==> config.mk <==
export PLATFORM = sky130hd
export DESIGN_NAME = twophase_clkgen
export DESIGN_NICKNAME = d
export VERILOG_FILES = /design/src/rtl/twophase_clkgen_pkg.sv /design/src/rtl/twophase_mode_latch.sv /design/src/rtl/twophase_shift_counter.sv /design/src/rtl/twophase_phase_decode.sv /design/src/rtl/twophase_clkgen.sv
export SDC_FILE = /design/constraint.sdc
export NUM_CORES = 1
export LEC_CHECK = 0
export BUFFER_PORTS_ARGS = -buffer_cell sky130_fd_sc_hd__buf_2
export CAP_MARGIN = 25
export CORE_AREA = 2 2 39 41
export CTS_CLUSTER_SIZE = 24
export DETAILED_ROUTE_END_ITERATION = 8
export DIE_AREA = 0 0 41 43
export GPL_ROUTABILITY_DRIVEN = 0
export MAX_ROUTING_LAYER = met4
export PLACE_DENSITY = 0.51
export SYNTH_ARGS = -nofsm -noshare
export SYNTH_HDL_FRONTEND = slang
export SYNTH_SLANG_ARGS = --single-unit
==> constraint.sdc <==
create_clock -name clk -period 2 [get_ports clk]
set_input_delay 0.1 -clock clk [delete_from_list [all_inputs] [get_ports clk]]
set_output_delay 0.1 -clock clk [all_outputs]
set_load 0.05 [all_outputs]
==> src/rtl/twophase_clkgen_pkg.sv <==
// Package: twophase_clkgen_pkg
// Shared constants and the ratio type for the two-phase clock generator.
// Assumes a four-stage counter; phase decode positions depend on it.
package twophase_clkgen_pkg;

    // Number of shift stages in the counter.
    localparam int CTR_W  = 4;
    // Width of the mode selector.
    localparam int MODE_W = 2;

    // Selected divide ratio.
    typedef enum logic [1:0] {
        RATIO_7 = 2'd0,
        RATIO_6 = 2'd1,
        RATIO_5 = 2'd2
    } ratio_e;

    // Map a raw mode code onto a ratio; the spare code falls back to /7.
    function automatic ratio_e decode_mode(input logic [MODE_W-1:0] code);
        ratio_e r;
        case (code)
            2'b01:   r = RATIO_6;
            2'b10:   r = RATIO_5;
            default: r = RATIO_7;
        endcase
        return r;
    endfunction

    // Number of dot clocks in one cycle at a given ratio.
    function automatic int unsigned ratio_period(input ratio_e r);
        int unsigned p;
        case (r)
            RATIO_6: p = 6;
            RATIO_5: p = 5;
            default: p = 7;
        endcase
        return p;
    endfunction

endpackage

==> src/rtl/twophase_mode_latch.sv <==
// Module: twophase_mode_latch
// Captures the ratio selector while reset is held and keeps it for the
// whole run. Assumes the mode input is steady for at least one edge of
// the reset window; any later change is deliberately ignored.
module twophase_mode_latch
    import twophase_clkgen_pkg::*;
#(
    parameter int SEL_W = MODE_W
) (
    input  logic             clk,
    input  logic             rst_n,
    input  logic [SEL_W-1:0] mode_i,
    output ratio_e           ratio_o
);

    ratio_e ratio_q;

    // Capture the decoded ratio only during reset.
    always_ff @(posedge clk) begin
        if (!rst_n) begin
            ratio_q <= decode_mode(mode_i);
        end
    end

    assign ratio_o = ratio_q;

    // the ratio cannot move while the counter runs.
    assert_ratio_frozen_R8: assert property (@(posedge clk) disable iff (!rst_n)
        rst_n |=> $stable(ratio_q));

    // the spare code captured in reset selects divide-by-7.
    assert_spare_code_R9: assert property (@(posedge clk)
        (!rst_n && mode_i == 2'b11) |=> (ratio_q == RATIO_7));

endmodule

==> src/rtl/twophase_shift_counter.sv <==
// Module: twophase_shift_counter
// Four-stage shift counter with ratio-dependent feedback into the first
// stage. Bit W-1 is stage A (fed back), bit 0 is stage D. Assumes the
// ratio is constant between resets. Exposes both the present state and
// the next state so that the phase decode can register against it.
module twophase_shift_counter
    import twophase_clkgen_pkg::*;
#(
    parameter int W = CTR_W
) (
    input  logic         clk,
    input  logic         rst_n,
    input  ratio_e       ratio_i,
    output logic [W-1:0] state_o,
    output logic [W-1:0] state_d_o
);

    localparam int IDX_A = W - 1;   // first stage
    localparam int IDX_B = W - 2;   // second stage
    localparam int IDX_C = W - 3;   // third stage
    localparam int IDX_D = W - 4;   // fourth stage

    logic [W-1:0] stg_q;
    logic [W-1:0] stg_d;
    logic         fb;

    // Pick the feedback gate for the selected ratio.
    always_comb begin
        case (ratio_i)
            RATIO_6: fb = ~stg_q[IDX_C];
            RATIO_5: fb = ~(stg_q[IDX_B] & stg_q[IDX_C]);
            default: fb = ~(stg_q[IDX_C] & stg_q[IDX_D]);
        endcase
    end

    // Feedback enters the first stage; reset clears everything.
    always_comb begin
        stg_d[IDX_A] = rst_n ? fb : 1'b0;
    end

    // Every later stage copies the stage ahead of it.
    for (genvar i = 0; i < W - 1; i++) begin : g_shift
        always_comb begin
            stg_d[i] = rst_n ? stg_q[i+1] : 1'b0;
        end
    end

    // Advance the counter on each dot clock.
    always_ff @(posedge clk) begin
        stg_q <= stg_d;
    end

    assign state_o   = stg_q;
    assign state_d_o = stg_d;

    // reset leaves the counter empty.
    assert_reset_clear_R1: assert property (@(posedge clk)
        !rst_n |=> (stg_q == '0));

    // from the empty state the first run edge loads the lead state.
    assert_first_load_R2: assert property (@(posedge clk) disable iff (!rst_n)
        (stg_q == '0) |=> (stg_q == 4'b1000));

    // divide-by-7 stays within its seven legal states.
    assert_div7_legal_R3: assert property (@(posedge clk) disable iff (!rst_n)
        (ratio_i == RATIO_7) |-> (stg_q inside {4'b0000, 4'b1000, 4'b1100,
            4'b1110, 4'b1111, 4'b0111, 4'b0011, 4'b0001}));

    // the all-ones state is left by shifting in a zero.
    assert_div7_turn_R3: assert property (@(posedge clk) disable iff (!rst_n)
        (ratio_i == RATIO_7 && stg_q == 4'b1111) |=> (stg_q == 4'b0111));

    // divide-by-6 wraps from 000 in stages A to C back to 100.
    assert_div6_wrap_R4: assert property (@(posedge clk) disable iff (!rst_n)
        (ratio_i == RATIO_6 && stg_q == 4'b0001) |=> (stg_q == 4'b1000));

    // divide-by-5 never reaches 000 in stages A to C once running.
    assert_div5_no_zero_R5: assert property (@(posedge clk) disable iff (!rst_n)
        (ratio_i == RATIO_5 && stg_q != 4'b0000) |=> (stg_q[3:1] != 3'b000));

    // stage D is always the previous stage C.
    assert_stage_d_delay_R4: assert property (@(posedge clk) disable iff (!rst_n)
        rst_n |=> (stg_q[IDX_D] == $past(stg_q[IDX_C])));

endmodule

==> src/rtl/twophase_phase_decode.sv <==
// Module: twophase_phase_decode
// Produces the two phase clocks from flops loaded with the decode of the
// counter's next state, so phases line up with the state and cannot
// glitch. Assumes it receives stages B, C and D of the next state.
module twophase_phase_decode
    import twophase_clkgen_pkg::*;
(
    input  logic       clk,
    input  logic       rst_n,
    input  logic [2:0] nxt_bcd_i,   // {B, C, D} of the next state
    output logic       phi1_n_o,
    output logic       phi2_o
);

    logic phi1_n_q;
    logic phi2_q;
    logic nb, nc, nd;

    assign nb = nxt_bcd_i[2];
    assign nc = nxt_bcd_i[1];
    assign nd = nxt_bcd_i[0];

    // Register both phases from the next-state decode.
    always_ff @(posedge clk) begin
        if (!rst_n) begin
            phi1_n_q <= 1'b1;
            phi2_q   <= 1'b0;
        end else begin
            phi1_n_q <= ~(nb & nd);
            phi2_q   <= ~nb & nc;
        end
    end

    assign phi1_n_o = phi1_n_q;
    assign phi2_o   = phi2_q;

    // phases idle after a reset edge.
    assert_phase_idle_R1: assert property (@(posedge clk)
        !rst_n |=> (phi1_n_q && !phi2_q));

    // the phases never overlap.
    assert_no_overlap_R7: assert property (@(posedge clk) disable iff (!rst_n)
        !phi1_n_q |-> !phi2_q);

    // phi2 rises only as phi1 ends.
    assert_phi2_follows_R7: assert property (@(posedge clk) disable iff (!rst_n)
        $rose(phi2_q) |-> $rose(phi1_n_q));

    // phi2 lasts a single dot clock.
    assert_phi2_single_R7: assert property (@(posedge clk) disable iff (!rst_n)
        phi2_q |=> !phi2_q);

endmodule

==> src/rtl/twophase_clkgen.sv <==
// Module: twophase_clkgen
// Top of the selectable-ratio two-phase clock generator: the mode latch,
// the shift counter and the phase decode. Assumes a free-running dot
// clock and that mode is set up while rst_n is low.
module twophase_clkgen
    import twophase_clkgen_pkg::*;
(
    input  logic              clk,
    input  logic              rst_n,
    input  logic [MODE_W-1:0] mode,
    output logic              phi1_n,
    output logic              phi2,
    output logic [CTR_W-1:0]  state
);

    ratio_e             ratio;
    logic [CTR_W-1:0]   st_q;
    logic [CTR_W-1:0]   st_d;

    twophase_mode_latch #(.SEL_W(MODE_W)) u_mode (
        .clk     (clk),
        .rst_n   (rst_n),
        .mode_i  (mode),
        .ratio_o (ratio)
    );

    twophase_shift_counter #(.W(CTR_W)) u_ctr (
        .clk       (clk),
        .rst_n     (rst_n),
        .ratio_i   (ratio),
        .state_o   (st_q),
        .state_d_o (st_d)
    );

    twophase_phase_decode u_phase (
        .clk       (clk),
        .rst_n     (rst_n),
        .nxt_bcd_i (st_d[2:0]),
        .phi1_n_o  (phi1_n),
        .phi2_o    (phi2)
    );

    assign state = st_q;

    // phi1 low tracks stages B and D of the visible state.
    assert_phi1_decode_R6: assert property (@(posedge clk) disable iff (!rst_n)
        rst_n |=> (phi1_n == !(st_q[2] && st_q[0])));

    // at divide-by-7 a phi1 low pulse lasts at least two dot clocks.
    assert_phi1_wide_R6: assert property (@(posedge clk) disable iff (!rst_n)
        (ratio == RATIO_7 && $fell(phi1_n)) |=> !phi1_n);

    // at the shorter ratios the phi1 low pulse lasts one dot clock.
    assert_phi1_narrow_R6: assert property (@(posedge clk) disable iff (!rst_n)
        (ratio != RATIO_7 && !phi1_n) |=> phi1_n);

endmodule

Word-level counts from Yosys, hierarchy flattened
Cells that the tools add are included.
{"block": "classes", "n_eq_ne": 4, "n_bitwise": 9, "n_mux": 5}
{"cell": "1-bit NOT", "n": 5}
{"cell": "1-bit AND", "n": 4}
{"cell": "2-bit by 1-bit equality test with 1-bit output (second input constant)", "n": 2}
{"cell": "2-bit equality test (second input constant)", "n": 2}
{"cell": "2-bit one-hot mux with 2 select lines", "n": 1}
{"cell": "1-bit two-way mux", "n": 3}
{"cell": "1-bit one-hot mux with 2 select lines", "n": 1}
{"block": "totals", "inputBits": 4, "elab_cells": 23, "out_inout_bits": 6, "register_bits": 8}

Logic depth before layout (Yosys ltp)
Gate-level depths: netlist of run 1.
{"block": "logic_depth", "ltp_word": 3, "mapped_depth": 4, "mapped_depth_nobuf": 4}

Modules after synthesis
Synthesis of run 1 repeated with hierarchy kept, for this count alone.
{"block": "unflattened", "cells_unflattened": 24, "area_unflattened_um2": 294.0}
{"module": "twophase_shift_counter", "instances": 1, "seq_area_each_um2": 80.1, "area_per_inst_um2": 161.4, "cells_each": 15}
{"module": "twophase_mode_latch", "instances": 1, "seq_area_each_um2": 60.1, "area_per_inst_um2": 78.8, "cells_each": 5}
{"module": "twophase_phase_decode", "instances": 1, "seq_area_each_um2": 40.0, "area_per_inst_um2": 53.8, "cells_each": 4}

Worst setup path after synthesis of run 1
Ideal clock, no wire load.
{"block": "synth_path", "kind": "reg-to-reg", "from": "register u_ctr.stg_q[1], in the netlist u_ctr.state_o[1]", "to": "register u_ctr.stg_q[3], in the netlist u_ctr.state_o[3]", "arrival_ns": 1.101, "required_time_ns": 1.878, "n_path_buf": 0, "setup_ns": 0.122, "period_less_slack_ns": 1.222, "stages_incl_launch_ff": 3, "slack_ns": 0.778, "path_cell_list": "dfxtp_1 -> o21ba_1 -> o311a_1"}
{"block": "synth_between", "elab_chain_cells": 3, "elab_cells_between_ends": 6, "cone_classes": "mux: 1; bitwise: 5"}
{"element": "start: declaration", "line": "twophase_shift_counter.sv:23", "source": "logic [W-1:0] stg_q;"}
{"element": "start signal: assignment", "line": "twophase_shift_counter.sv:50", "source": "stg_q <= stg_d;"}
{"element": "1-bit AND (on tied branches)", "line": "twophase_shift_counter.sv:32, twophase_shift_counter.sv:31"}
{"element": "1-bit NOT (on tied branches)", "line": "twophase_shift_counter.sv:32, twophase_shift_counter.sv:31"}
{"element": "1-bit one-hot mux with 2 select lines (*)", "line": "twophase_shift_counter.sv:29", "source": "case (ratio_i)"}
Mark *: on every way between the ends. The rest lies on a longest branch, timed or not.
A chain may end at the register's enable or synchronous reset.

Worst setup path after layout of run 1
{"block": "layout_path", "from": "register u_mode.ratio_q[0], in the netlist u_mode.ratio_o[0]", "to": "register u_ctr.stg_q[3], in the netlist u_ctr.state_o[3]"}
{"block": "layout_between", "elab_chain_cells": 2, "elab_cells_between_ends": 3, "cone_classes": "eq/ne: 2; mux: 1"}
{"element": "start: declaration", "line": "twophase_mode_latch.sv:16", "source": "ratio_e ratio_q;"}
{"element": "start signal: assignment", "line": "twophase_mode_latch.sv:21", "source": "ratio_q <= decode_mode(mode_i);"}
{"element": "2-bit equality test / 2-bit by 1-bit equality test with 1-bit output (equally long branches)", "line": "twophase_shift_counter.sv:29"}
{"element": "1-bit one-hot mux with 2 select lines (*)", "line": "twophase_shift_counter.sv:29"}
Marked as above.

==> flow_summary.json, run 1 <==
{
  "worst_hold_path.endpoint": "u_mode.ratio_o[0]",
  "drc": 0,
  "slew_headroom_pct": 83.4,
  "synthToLayoutAreaGrowth_pct": 31.6,
  "synthTopCellsByArea": "dfxtp_1 (42%), edfxtp_1 (21%), ha_1 (8.7%), nor2b_1 (8.7%), and2_1 (6.5%)",
  "internal_power_uw": 270,
  "fin_setup_tns_ps": 0,
  "crit_type": "register to register",
  "fin_nets": 44,
  "synth-seq-cells": 8,
  "worstHoldPathCells": 2,
  "clock_path_buffers": 2,
  "cts_setup_buffers": 0,
  "utilization_pct": 27.5,
  "grt_pass1_vias": 182,
  "ant_nets": 0,
  "min_path_type": "primary input to register",
  "sequentialPowerShare_pct": 49.5,
  "synth.distinct_cells": 10,
  "path_cells": "inv_1 > ha_1 > o21ba_1 > o311a_1",
  "timing.final.crit_share_pct": 57.7,
  "hp-start": "mode[1]",
  "pin_count": 10,
  "numClockSinks": 8,
  "leakagePower_nw": 0.185,
  "max_freq_mhz": 866,
  "hold_viol_final": 0,
  "critPathArrivalTime_ps": 1300,
  "die_area_mm2": 0.00176,
  "p_switching_uw": 99.7,
  "max_slew.worst_pin.slew_ps": 250,
  "cts-root-buf": "clkbuf_4",
  "start_kind": "register",
  "crit_required_ps": 2150,
  "synthCells": 24,
  "via_per_inst": 3.83,
  "r2r-start": "u_mode.ratio_o[0]",
  "layout-drive-gt1-share_pct": 32.4,
  "grt_max_degree": 6,
  "clkLatencyLatePin_ps": 260,
  "first_pass_iters": 2,
  "yosysWarningCount": 0,
  "wirelength_um": 463,
  "grt_use_total_pct": 7.13,
  "synth_seq_area_share_pct": 62.3,
  "coreArea_mm2": 0.00138,
  "num_vias": 203,
  "cts_tree": "built",
  "ir_drop_mv": 0.327,
  "yosys.area.top_type": "dfxtp_1",
  "run_status": "finished, final reports clean",
  "setup_viol": 0,
  "switching_share_pct": 27.0,
  "rsz0062_at_grt": "no",
  "cellPowerDensity_mw_per_mm2": 971,
  "reg2reg_to": "u_ctr.state_o[3]",
  "antenna_cells": 0,
  "io_buffers": 9,
  "maxCapViolations": 0,
  "pwr-share-comb_pct": 14.1,
  "period_needed_ps": 1150,
  "clk_pin_slew_worst_paths_ps": 60,
  "pwr-share-clk_pct": 36.4,
  "grt_pass1_wl_um": 724,
  "hold_buffers": 0,
  "avgSynthCellArea_um2": 12.0,
  "antenna_found_initial": 0,
  "crit_slowest_cell": "edfxtp_1",
  "drv_slew": 0,
  "cts_resized": 0,
  "syn-num-nets": 30,
  "start_util_pct": 20.9,
  "cts_made_buffers": 3,
  "netlist_area_um2": 289,
  "n_fill_cell": 140,
  "die_h_um": 43,
  "wl_per_cell_um": 8.74,
  "htreeDepth": 1,
  "hpwl_um": 356,
  "detail_route.iter0.violations": 4,
  "r2r_cells": 4,
  "synth_top_area_share_pct": 41.6,
  "slowest_delay_ps": 350,
  "grt-ovfl-total": 0,
  "die_w_um": 41,
  "rows": 14,
  "r2r_slack_ps": 850,
  "cp-end-kind": "register",
  "worstPathMaxFanout": 2,
  "finClkSkew_ps": 7.56
}
## power groups by stage
stage | Combinational [mW] | Clock (mW) | Sequential (mW)
5_1_grt | 0.0569 | 0.150 | 0.184
6_report | 0.0522 | 0.134 | 0.183
4_1_cts | 0.0526 | 0.140 | 0.183
2_1_floorplan | 0.0155 | 0 | 0.209
3_3_place_gp | 0.0524 | 0 | 0.186
3_5_place_dp | 0.0526 | 0 | 0.186
## worst max-delay path: cells and delay by family (launching register included)
kind	cells	cell delay [ps]
buffers and inverters	1	50
DFF	1	350
adders and majority gates	1	190
AOI/OAI and AO/OA	2	450
## how the worst max path moves through the flow
stage,from,end,slack [ps],cells after the start
floorplan,u_ctr.state_o[1],u_ctr.state_o[3],780,2
global placement,u_mode.ratio_o[0],u_ctr.state_o[3],860,4
detailed placement,u_mode.ratio_o[0],u_ctr.state_o[3],840,4
CTS,u_mode.ratio_o[0],u_ctr.state_o[3],830,4
global route,u_mode.ratio_o[0],u_ctr.state_o[3],760,4
finish,u_mode.ratio_o[0],u_ctr.state_o[3],850,4
## through the flow
| step | cells | total power [mW] | area [um^2] | setup WS (ps) | hold slack (ps) |
|---|---|---|---|---|---|
| detailed placement | 49 | 0.239 | 354 | 845 | 379 |
| global route | 53 | 0.391 | 380 | 760 | 109 |
| finish | 53 | 0.369 | 380 | 846 | 121 |
| floorplan | 24 | 0.224 | 289 | 778 | 222 |
| global placement | 49 | 0.239 | 354 | 861 | 373 |
| CTS | 53 | 0.375 | 380 | 833 | 110 |
## registers in the layout (all words and copies together), names as in the netlist
name              count
u_phase.phi2_o        1
u_phase.phi1_n_o      1
u_mode.ratio_o        2
u_ctr.state_o         4
## placed cells by master, fill, tap and decap left out
master,count
inv_1,3
clkbuf_1,1
ha_1,2
buf_2,9
nand2_1,1
o21ba_1,1
and2_1,3
clkbuf_4,3
nor2b_1,4
dfxtp_1,6
edfxtp_1,2
o311a_1,1
nand3_1,1
## kinds of logic after synthesis
logic type | synth area share, %
fa+ha+maj | 8.66
buf+inv | 3.90
compound gates | 6.93
simple gates | 18.2
flops | 62.3
## synthesized netlist by cell type
library cell,number
and2_1,3
dfxtp_1,6
edfxtp_1,2
ha_1,2
inv_1,3
nand2_1,1
nand3_1,1
nor2b_1,4
o21ba_1,1
o311a_1,1
## area by class of cell
type | instances | area [um^2] | share of cell area [%]
Tap cell | 16 | 20.0 | 5.26
Inverter | 3 | 11.3 | 2.96
Clock buffer | 4 | 26.3 | 6.91
Timing Repair Buffer | 9 | 45.0 | 11.8
Multi-Input combinational cell | 13 | 97.6 | 25.7
Sequential cell | 8 | 180 | 47.4
## metal layers
layer | global-route usage (%) | part of all wire [%] | wire length [um]
met5 | - | 0 | 0
met2 | 7.81 | 38 | 174
met3 | 7.85 | 14 | 67
met1 | 7.49 | 48 | 221
met4 | 4.00 | 0 | 0
Power figures use the tool's default switching activity.
==> run 2: changes to the inputs <==
==> constraint.sdc (replaced) <==
create_clock -name clk -period 1.1 [get_ports clk]
set_input_delay 0.055 -clock clk [delete_from_list [all_inputs] [get_ports clk]]
set_output_delay 0.055 -clock clk [all_outputs]
set_load 0.05 [all_outputs]
==> run 2 against run 1 <==
Effect of this change:
- the flow now finishes with violations (setup timing)
- clock skew grew 1.3 ps
- combinational power grew 99%
- count of clock-buffer cells in the layout is the same
- setup slack lost 930 ps
- sequential share of layout area shrank 0.87 points
- via count grew 3.0%
- largest cell class unchanged
- clock power grew 83%
- cell count grew 1.9%
- global-route usage grew 0.80 points
- critical path depth shrank 1
==> flow_summary.json, run 2 (same netlist as run 1, synthesis figures left out) <==
{
  "die_area_mm2": 0.00176,
  "die_h_um": 43,
  "drc": 0,
  "start_util_pct": 20.9,
  "grt_pass1_wl_um": 793,
  "ant_nets": 0,
  "io_buffers": 9,
  "numClockSinks": 8,
  "final_area_um2": 393,
  "clk_pin_slew_worst_paths_ps": 60,
  "cts_setup_buffers": 0,
  "hold_viol_final": 0,
  "hpwl_um": 374,
  "max_freq_mhz": 848,
  "rsz0062_at_grt": "yes",
  "multi_input_area_um2": 100,
  "crit_type": "register to register",
  "critPathArrivalTime_ps": 1330,
  "crit_required_ps": 1250,
  "first_pass_iters": 1,
  "seqCellArea_um2": 183,
  "n_fill_cell": 164,
  "grt_max_degree": 6,
  "cts_tree": "built",
  "grt-ovfl-total": 0,
  "min_path_type": "primary input to register",
  "grt_use_total_pct": 7.93,
  "synthToLayoutAreaGrowth_pct": 35.9,
  "antenna_cells": 0,
  "cts_made_buffers": 3,
  "setup_viol": 1,
  "leakagePower_nw": 0.188,
  "post-place-ws_ps": -56.8,
  "die_w_um": 41,
  "coreArea_mm2": 0.00138,
  "layout-drive-gt1-share_pct": 42.1,
  "final_common_cell": "buf_2",
  "cp-end-kind": "register",
  "via_per_inst": 3.87,
  "grt_pass1_vias": 214,
  "ir_drop_mv": 0.506,
  "period_needed_ps": 1180,
  "wirelength_um": 506,
  "antenna_found_initial": 0,
  "dpl_cell_area_um2": 364,
  "slew_headroom_pct": 83.0,
  "clock_path_buffers": 2,
  "detail_route.iter0.violations": 0,
  "wl_per_cell_um": 9.37,
  "worstPathMaxFanout": 2,
  "rows": 14,
  "layout_common_cells": "buf_2 (9), nor2b_1 (4), dfxtp_1 (4)",
  "max_slew.worst_pin.slew_ps": 257,
  "fin_nets": 45,
  "cts-root-buf": "clkbuf_4",
  "pin_count": 10,
  "run_status": "finished, violations left",
  "htreeDepth": 1,
  "utilization_pct": 28.4,
  "start_kind": "register",
  "violations": "setup timing",
  "largest_reg_flops": 4,
  "fin_ws_ps": -79.6,
  "maxCapViolations": 0,
  "drv_slew": 0,
  "num_vias": 209,
  "timing.final.crit_share_pct": 107,
  "finClkSkew_ps": 8.87,
  "cellPowerDensity_mw_per_mm2": 1740,
  "clkLatencyLatePin_ps": 260
}
-- run 2: cell count changes in the layout (fill, tap and decap cells not counted) --
cell     delta
ha_1        -1
ha_2        +1
dfxtp_1     -2
buf_4       +1
dfxtp_2     +2
-- run 2: cell type report --
class	instances	share of cell area (%)
multi-input cells	13	25.5
inverters	3	2.87
flip-flops and latches	8	46.5
clock buffers	4	6.69
repair buffers	10	13.4
well taps	16	5.10
-- run 2: critical path: stages (launching register included) --
cell and delay [ps]:
edfxtp_1 390, inv_1 70, ha_2 270, o311a_1 340
-- run 2: routing by layer --
layer | wire length [um] | vias to the layer above | track usage (%)
li1 | - | 104 | -
met1 | 217 | 91 | 5.48
met2 | 218 | 12 | 10.9
met3 | 65 | 2 | 8.38
met4 | 4 | 0 | 6.00
met5 | 0 | - | -
-- run 2: report_power, final --
part / internal [mW] / leakage (nW) / switching, mW
sequential: 0.322 / 0.0693 / 0.0112
combinational: 0.0381 / 0.104 / 0.0664
clock: 0.139 / 0.0150 / 0.106
-- run 2: path summary, 6_finish.rpt --
check                                       start                to  slack (ps)  depth (start not counted)
worst min-delay path                        rst_n  u_ctr.state_o[2]          70                          2
worst max register to register  u_mode.ratio_o[0]  u_ctr.state_o[3]         -80                          3
worst max-delay path            u_mode.ratio_o[0]  u_ctr.state_o[3]         -80                          3
worst min register to register   u_ctr.state_o[3]  u_phase.phi1_n_o         420                          1
-- run 2: stage by stage --
step                TNS [ps]  cells  hold slack, ps  power (mW)
finish                 -79.6     54            68.1       0.682
global placement       -56.3     50             333       0.443
global route            -123     54            72.2       0.722
CTS                    -76.9     54            68.8       0.700
detailed placement     -56.8     50             346       0.444
floorplan              -12.8     24             177       0.409
-- run 2: timing repair --
action | 4_1_cts | 5_1_grt
gates resized for setup | 0 | 1
gates cloned | 0 | 0
setup endpoints to repair | 1 | 1
hold buffers | 0 | 0
==> run 3: changes to the inputs <==
--- a/config.mk
+++ b/config.mk
@@ -7,13 +7,15 @@
 export LEC_CHECK = 0
 export BUFFER_PORTS_ARGS = -buffer_cell sky130_fd_sc_hd__buf_2
 export CAP_MARGIN = 25
+export CELL_PAD_IN_SITES_DETAIL_PLACEMENT = 2
+export CELL_PAD_IN_SITES_GLOBAL_PLACEMENT = 2
 export CORE_AREA = 2 2 39 41
 export CTS_CLUSTER_SIZE = 24
 export DETAILED_ROUTE_END_ITERATION = 8
 export DIE_AREA = 0 0 41 43
 export GPL_ROUTABILITY_DRIVEN = 0
 export MAX_ROUTING_LAYER = met4
-export PLACE_DENSITY = 0.51
+export PLACE_DENSITY = 0.69
 export SYNTH_ARGS = -nofsm -noshare
 export SYNTH_HDL_FRONTEND = slang
 export SYNTH_SLANG_ARGS = --single-unit
==> run 3 against run 2 <==
Effect of this change:
- the run still ends with setup timing left
- sequential power barely moved
- total power barely moved
- first-iteration DRC count rose by 1
- clock power barely moved
- setup slack got worse by 5.7 ps
- cell count did not move
- sequential cell count did not move
- register-to-register slack barely moved
- critical endpoint unchanged
- largest cell class unchanged
- highest routed layer unchanged
==> flow_summary.json, run 3 (same netlist as run 1, synthesis figures left out) <==
{
  "clock_path_buffers": 2,
  "ant_nets": 0,
  "layout_common_cells": "buf_2 (9), nor2b_1 (4), dfxtp_1 (4)",
  "grt_max_degree": 6,
  "synthToLayoutAreaGrowth_pct": 35.9,
  "rows": 14,
  "numClockSinks": 8,
  "startpoint": "u_mode.ratio_o[0]",
  "detail_route.iter0.violations": 1,
  "antenna_found_initial": 0,
  "grt_pass1_wl_um": 1000,
  "clkLatencyLatePin_ps": 250,
  "multi_input_area_um2": 100,
  "cts_made_buffers": 3,
  "finClkSkew_ps": 0.976,
  "run_status": "finished, violations left",
  "htreeDepth": 1,
  "layout-drive-gt1-share_pct": 42.1,
  "post-place-ws_ps": -94.1,
  "cts-root-buf": "clkbuf_4",
  "hold_viol_final": 0,
  "rsz0062_at_grt": "yes",
  "cts_tree": "built",
  "min_path_type": "primary input to register",
  "final_cells": 54,
  "clk_pin_slew_worst_paths_ps": 60,
  "start_util_pct": 20.9,
  "via_per_inst": 3.98,
  "largest_reg_flops": 4,
  "reg2reg_to": "u_ctr.state_o[3]",
  "cts_setup_buffers": 0,
  "r2r_slack_ps": -90,
  "crit_buf_inv": 1,
  "antenna_cells": 0,
  "slew_headroom_pct": 83.1,
  "cellPowerDensity_mw_per_mm2": 1740,
  "leakagePower_nw": 0.188,
  "timing.final.crit_share_pct": 108,
  "r2r_cells": 3,
  "drc": 0,
  "num_vias": 215,
  "crit_required_ps": 1240,
  "max_slew.worst_pin.slew_ps": 255,
  "fin_setup_tns_ps": -85.3,
  "io_buffers": 9,
  "maxCapViolations": 0,
  "final_common_cell": "buf_2",
  "path_delay_family": "flip-flops",
  "critical_path_depth": 3,
  "critPathArrivalTime_ps": 1330,
  "hold_buffers": 0,
  "crit_type": "register to register",
  "pin_count": 10,
  "max_freq_mhz": 844,
  "coreArea_mm2": 0.00138,
  "wl_per_cell_um": 10.8,
  "grt_use_total_pct": 9.10,
  "grt-ovfl-total": 0,
  "n_fill_cell": 172,
  "die_h_um": 43,
  "numPlacedInstances": 50,
  "ir_drop_mv": 0.498,
  "drv_slew": 0,
  "power_uw": 682,
  "crit_end": "u_ctr.state_o[3]",
  "cts_resized": 1,
  "setup_viol": 1,
  "slowest_delay_ps": 390,
  "fin_nets": 45,
  "utilization_pct": 28.4,
  "path_cells": "inv_1 > ha_2 > o311a_1",
  "crit_slowest_cell": "edfxtp_1",
  "wirelength_um": 582,
  "first_pass_iters": 2,
  "worstPathMaxFanout": 2,
  "violations": "setup timing",
  "hpwl_um": 485,
  "die_w_um": 41,
  "fin_ws_ps": -85.3,
  "period_needed_ps": 1190,
  "grt_pass1_vias": 244,
  "seqCellArea_um2": 183,
  "cp-end-kind": "register",
  "r2r-start": "u_mode.ratio_o[0]",
  "start_kind": "register",
  "die_area_mm2": 0.00176
}
[run 3: cell counts in the layout (fill, tap and decap cells not counted)]
No cell type changed its count.
[run 3: worst min-delay path by stage]
stage               startpoint                 to  slack (ps)  cells past startpoint
finish                   rst_n   u_ctr.state_o[2]          60                      2
global route           mode[1]  u_mode.ratio_o[0]          70                      2
CTS                      rst_n   u_ctr.state_o[2]          60                      2
detailed placement       rst_n   u_ctr.state_o[2]         330                      2
global placement         rst_n   u_ctr.state_o[2]         320                      2
floorplan                rst_n   u_ctr.state_o[2]         180                      1
[run 3: per-layer routing]
layer	global-route usage, %	wire length [um]	vias up
li1	-	-	107
met1	8.17	205	101
met2	15.0	343	5
met3	3.14	22	2
met4	6.00	11	0
met5	-	0	-
[run 3: final cells by class]
| class | count | share of cell area (%) |
|---|---|---|
| Clock buffer | 4 | 6.69 |
| Inverter | 3 | 2.87 |
| Multi-Input combinational cell | 13 | 25.5 |
| Sequential cell | 8 | 46.5 |
| Tap cell | 16 | 5.10 |
| Timing Repair Buffer | 10 | 13.4 |
[run 3: report_power, final]
part / internal, mW / leakage [nW] / switching (mW)
Combinational: 0.0383 / 0.104 / 0.0672
Clock: 0.139 / 0.0150 / 0.103
Sequential: 0.322 / 0.0693 / 0.0128
[run 3: stage by stage]
stage | hold slack (ps) | cell area [um^2]
floorplan | 177 | 292
global placement | 325 | 364
detailed placement | 329 | 364
CTS | 60.2 | 393
global route | 70.1 | 393
finish | 63.4 | 393
